## config.mk

```make
export PLATFORM = sky130hd
export DESIGN_NAME = gpr_file
export DESIGN_NICKNAME = d
export VERILOG_FILES = /design/src/rtl/gpr_file.sv
export SDC_FILE = /design/constraint.sdc
export NUM_CORES = 2
export LEC_CHECK = 0
export BUFFER_PORTS_ARGS = -buffer_cell sky130_fd_sc_hd__buf_2
export CORE_ASPECT_RATIO = 0.8
export CORE_UTILIZATION = 50
export DETAILED_ROUTE_END_ITERATION = 8
export PLACE_DENSITY = 0.75
export REMOVE_ABC_BUFFERS = 1
export SLEW_MARGIN = 20
export SYNTH_ARGS = -nofsm -noshare
export SYNTH_HDL_FRONTEND = slang
export SYNTH_SLANG_ARGS = --single-unit
export TNS_END_PERCENT = 5
```

## constraint.sdc

```tcl
create_clock -name clk -period 4.7 [get_ports clk]
set_input_delay 0.94 -clock clk [delete_from_list [all_inputs] [get_ports clk]]
set_output_delay 0.94 -clock clk [all_outputs]
set_load 0.01 [all_outputs]
```

## src/rtl/gpr_file.sv

```systemverilog
module gpr_file #(
  parameter int XLEN     = 64,
  parameter int IW       = 5,
  parameter int NREGS    = 31,
  parameter int LINK_IDX = 30,
  parameter int SP_ALIGN = 4
) (
  input  logic            clk,
  input  logic            rst,
  input  logic [IW-1:0]   rd_a_idx,
  input  logic            rd_a_sp,
  input  logic            rd_a_narrow,
  output logic [XLEN-1:0] rd_a_data,
  input  logic [IW-1:0]   rd_b_idx,
  input  logic            rd_b_sp,
  input  logic            rd_b_narrow,
  output logic [XLEN-1:0] rd_b_data,
  input  logic            wr_en,
  input  logic [IW-1:0]   wr_idx,
  input  logic            wr_sp,
  input  logic            wr_narrow,
  input  logic [XLEN-1:0] wr_data,
  input  logic            link_en,
  input  logic [XLEN-1:0] link_addr,
  output logic            sp_misalign
);
  localparam int HALF = XLEN / 2;
  localparam logic [IW-1:0] SPECIAL = IW'(NREGS);

  logic [XLEN-1:0] gpr [NREGS];
  logic [XLEN-1:0] sp;

  function automatic logic [XLEN-1:0] view(input logic [XLEN-1:0] v, input logic narrow);
    return narrow ? {{HALF{1'b0}}, v[HALF-1:0]} : v;
  endfunction

  logic [XLEN-1:0] a_raw, b_raw;
  always_comb begin
    a_raw = '0;
    b_raw = '0;
    if (rd_a_idx == SPECIAL) a_raw = rd_a_sp ? sp : '0;
    else if (rd_a_idx < SPECIAL) a_raw = gpr[rd_a_idx];
    if (rd_b_idx == SPECIAL) b_raw = rd_b_sp ? sp : '0;
    else if (rd_b_idx < SPECIAL) b_raw = gpr[rd_b_idx];
  end

  assign rd_a_data = view(a_raw, rd_a_narrow);
  assign rd_b_data = view(b_raw, rd_b_narrow);

  logic [XLEN-1:0] wval;
  logic            wr_to_sp;
  assign wval        = view(wr_data, wr_narrow);
  assign wr_to_sp    = wr_en && wr_sp && (wr_idx == SPECIAL);
  assign sp_misalign = wr_to_sp && (|wval[SP_ALIGN-1:0]);

  always_ff @(posedge clk) begin
    if (rst) begin
      for (int i = 0; i < NREGS; i++) gpr[i] <= '0;
      sp <= '0;
    end else begin
      for (int i = 0; i < NREGS; i++) begin
        if (link_en && i == LINK_IDX) gpr[i] <= link_addr;
        else if (wr_en && wr_idx == IW'(i)) gpr[i] <= wval;
      end
      if (wr_to_sp && !sp_misalign) sp <= wval;
    end
  end
endmodule

```

# After elaboration in Yosys (flattened, before gate mapping)
# Memory sizes are Yosys's and may differ from the RTL's.
# Index checks and enable logic that the tools add are counted.
[word_totals] register_bits=64 memories=1 out_inout_bits=129 in_bits=153 ram_bits=1984
[classes] reduce_logical=38 n_lt_le_gt_ge=2 bitwise_logic=32 muxes=140 eq_ne=33
[memory_table] memory="gpr" depth=31 width=64 read_ports=2 rd_clocked_by_memory_dff=0 wr=31 line_no="30" rtl="logic [XLEN-1:0] gpr [NREGS];"
[op_table] operator="64-bit 2-to-1 mux" count=41
[op_table] operator="1-bit 2-to-1 mux" count=99
[op_table] operator="5-bit == test (second input constant)" count=18
[op_table] operator="5-bit by 4-bit == test with 1-bit output (second input constant)" count=8
[op_table] operator="1-bit logical AND" count=35
[op_table] operator="1-bit OR" count=32
[op_table] operator="5-bit by 3-bit == test with 1-bit output (second input constant)" count=4
[op_table] operator="5-bit by 2-bit == test with 1-bit output (second input constant)" count=2
[op_table] operator="5-bit < comparator (second input constant)" count=2
[op_table] operator="5-bit by 1-bit == test with 1-bit output (second input constant)" count=1
[op_table] operator="5-bit zero test" count=1
[op_table] operator="4-bit OR reduction" count=1
[op_table] operator="1-bit zero test" count=1

# Logic depth before layout (Yosys ltp)
[depth] ltp_word=7 mapped_depth=10

# Worst setup path after synthesis
# No wires, ideal clock.
[synth_path] path_type="input-to-reg" from="input wr_idx[0]" to="memory gpr[20][0] (enable)" n_path_buf=0 setup_slack_ns=-0.038 path_stages=2 t_arrival_ns=4.239 required_time_ns=4.201 setup_time_ns=0.499 cell_sequence="or2_2 o21bai_1"
[synth_rtl] element="start: declaration" line_no="19" rtl="input logic [IW-1:0] wr_idx,"
[synth_rtl] element="end: declaration" line_no="30"

# Final worst setup path
[layout_path] from="input rd_a_idx[4]" to="output rd_a_data[12]"
[layout_between] elab_chain_cells=4 word_cells_on_any_way=6 classes_between="order compare (1); eq/ne (1); mux (3); memory (1)"
[layout_rtl] element="start: declaration" line_no="10" rtl="input logic [IW-1:0] rd_a_idx,"
[layout_rtl] element="memory 31 x 64 bit / 5-bit < comparator (equally long branches)"
[layout_rtl] element="64-bit 2-to-1 mux" line_no="42" rtl="else if (rd_a_idx < SPECIAL) a_raw = gpr[rd_a_idx];"
[layout_rtl] element="64-bit 2-to-1 mux (*)" line_no="41" rtl="if (rd_a_idx == SPECIAL) a_raw = rd_a_sp ? sp : '0;"
[layout_rtl] element="64-bit 2-to-1 mux (*)" line_no="34" rtl="return narrow ? {{HALF{1'b0}}, v[HALF-1:0]} : v;"
[layout_rtl] element="end: declaration" line_no="13" rtl="output logic [XLEN-1:0] rd_a_data,"
# Mark *: on every way between the ends. The rest lies on a longest branch, timed or not.

==> impl_metrics.yaml <==
outcome:
  run_status: "complete, no violations"
yosys:
  ys_warn_count: 0
  synth.avg_cell_area_um2: 15.2
  synth-edff-count: 1984
  synth_top_area_share: 0.583
  synth_seq_cells: 2048
  ys_seq_area_frac: 0.595
  yosysMostFrequentCell: "edfxtp_1"
  synth_area_leader_cell: "edfxtp_1"
  yosys-top-cells-area: "edfxtp_1 (58%), mux4_2 (22%), nor2_1 (4.8%)"
  synth_top_flop_cell: "edfxtp_1"
  syn_inst: 6706
  syn-cell-area_mm2: 0.102
  synth_cell_types: 43
  yosys-top-cells-count: "edfxtp_1 (1984), nor2_1 (1311), mux4_2 (982)"
  synth-async-reset-ratio: 0
power:
  power.density_mw_per_mm2: 383
  p_int_mw: 33.1
  pwr-share-seq: 0.495
  clockPowerShare: 0.374
  p_leak_nw: 39.5
  p_switching_mw: 11.1
  p_sw_frac: 0.251
  combPwrFrac: 0.131
  max-vdd-ir-drop_v: 0.000411
  finalPower_mw: 44.2
grt:
  met1_usage: 0.442
  met2_usage: 0.486
  met3_usage: 0.114
  first_global_vias: 67800
  top_usage_layer: "met2"
  grt-ovfl-total: 0
  grt_antenna_before_repair: 3
  grt.total_usage: 0.329
  grt_pass1_wl_um: 482000
  grt_max_degree: 95
clock_network:
  numClockSinks: 2048
  cts_setup_buffers: 0
  post_cts_resized: 0
  cts_max_path_buffers: 3
  htree_num_levels: 4
  hold_buffers: 0
  numCtsBuffers: 193
  clk_pin_slew_ns: 0.06
  worstSkewPairLatency_ns: 0.87
  cts-root-buf: "clkbuf_16"
  cts_tree: "built"
placed_design:
  preCtsSetupSlack_ns: 0.0596
  routabilityCongestion: 0.889
  io_buffers: 281
  dpl_cell_area_mm2: 0.109
  place.detailed.hpwl_um: 204000
  dp.cells: 9383
drt:
  dr.pass1.iters: 6
  drt_iter0_markers: 11100
  drt.antenna.violating_nets: 0
  avgViaCountPerCell: 6.99
  routedWlPerCell_um: 34.7
  vias: 68200
  drt-total-wl_um: 339000
  drcViolationCount: 0
die:
  die_w_um: 508
  num_rows: 148
  core_mm2: 0.203
  start_util: 0.503
  boundaryPins: 282
  die-area_mm2: 0.206
  die_height_um: 406
job:
  maxCapViolCount: 0
sta:
  rsz0062_at_grt: "false"
  worstMarginPinSlew_ns: 1.15
  fin_crit_sh: 0.973
  setup_viol: 0
  drv_slew: 0
  fin_skew_ns: 0
  slew_headroom: 0.232
  period_needed_ns: 4.57
  final.setup.worst_slack_ns: 0.125
  clock.fmax_mhz: 219
  final_hold_viol_count: 0
  whs_ns: 0.337
critical_path:
  cp.arrival_ns: 3.63
  crit_fanout: 18
  cp.required_ns: 3.76
  end_kind: "output pin"
  start_kind: "input port"
  crit_type: "in2out"
final_layout:
  layout.nets: 7032
  final-instance-count-excl-fill: 9754
  drive_gt1_frac: 0.301
  areaGrowthSynthToFinish_pct: 12.9
  fillers: 15300
  fin_area_mm2: 0.115
min_path:
  min_path_type: "in2reg"
final cells by class:
| type | count | area [µm²] | share of cell area |
|---|---|---|---|
| diodes | 5 | 12.5 | 0.000108 |
| clock buffers | 264 | 5330 | 0.0462 |
| clock inverters | 101 | 1260 | 0.0110 |
| inverters | 76 | 288 | 0.00249 |
| multi-input cells | 3899 | 38500 | 0.334 |
| flip-flops and latches | 2048 | 60900 | 0.527 |
| well taps | 2700 | 3380 | 0.0293 |
| repair buffers | 661 | 5770 | 0.0500 |
cells in the final DEF (no fill, tap or decap), types with 16 or more instances in the layout:
cell / count
mux4_2: 982
o21ai_0: 180
clkinv_2: 32
nand2_1: 365
clkinv_1: 21
nand3_1: 22
o22ai_1: 75
a21oi_1: 86
clkbuf_8: 17
clkbuf_1: 51
a211oi_1: 55
o211ai_1: 17
a221oi_1: 16
nand2b_1: 73
mux2i_1: 343
mux2_2: 88
edfxtp_1: 1984
a221o_1: 70
buf_2: 271
buf_12: 114
or2_2: 37
dfxtp_1: 64
nor2_1: 1308
o221ai_1: 27
nand2_4: 19
bufinv_16: 23
clkbuf_16: 196
inv_1: 74
nand3b_1: 64
buf_4: 267
nand2b_4: 18
critical path, stage by stage:
cell and delay [ns]:
buf_6 0.41, clkinv_1 0.34, nand2_1 0.24, buf_4 0.43
o22ai_1 0.29, o41ai_1 0.65, buf_4 0.21, buf_2 0.12
stage by stage:
stage,util,setup TNS (ns)
5_1_grt,0.568,0
3_5_place_dp,0.535,0
4_1_cts,0.568,0
6_report,0.568,0
3_3_place_gp,0.535,0
2_1_floorplan,-,-5.17
logic make-up (layout without fill, tap and decap cells):
logic type,Yosys count,after routing,share of synthesized area
muxes,1413,1413,0.260
DFF,2048,2048,0.595
and+or+nand+nor,1942,1942,0.0780
other,0,5,0
AOI/OAI and AO/OA,544,544,0.0348
buffers and inverters,759,1102,0.0323
metal layers:
layer	share of wire	vias to the layer above
li1	-	26500
met1	0.34	34300
met2	0.44	6406
met3	0.17	1081
met4	0.054	6
met5	0.00030	-
registers in the layout, indices dropped and copies added (netlist names):
signal and flops:
gpr 1984, sp 64
power groups by stage:
| stage | registers [mW] | clock network [mW] | logic (mW) |
|---|---|---|---|
| after floorplan | 22.0 | 0 | 3.04 |
| after global placement | 22.1 | 0 | 5.58 |
| after detailed placement | 22.2 | 0 | 5.65 |
| after CTS | 21.8 | 16.5 | 5.69 |
| after global routing | 22.0 | 17.2 | 5.99 |
| final | 21.9 | 16.5 | 5.80 |
final timing paths:
| kind | startpoint | to | slack (ns) | depth (start not counted) |
|---|---|---|---|---|
| worst max-delay path | rd_a_idx[4] | rd_a_data[12] | 0.13 | 8 |
| worst min register to register | sp[18]$_SDFFE_PP0P_ | sp[18]$_SDFFE_PP0P_ | 0.48 | 2 |
| worst max register to register | sp[27]$_SDFFE_PP0P_ | sp[27]$_SDFFE_PP0P_ | 3.99 | 2 |
| worst min-delay path | wr_data[4] | sp[4]$_SDFFE_PP0P_ | 0.34 | 3 |
(Power assumes the default switching activity.)
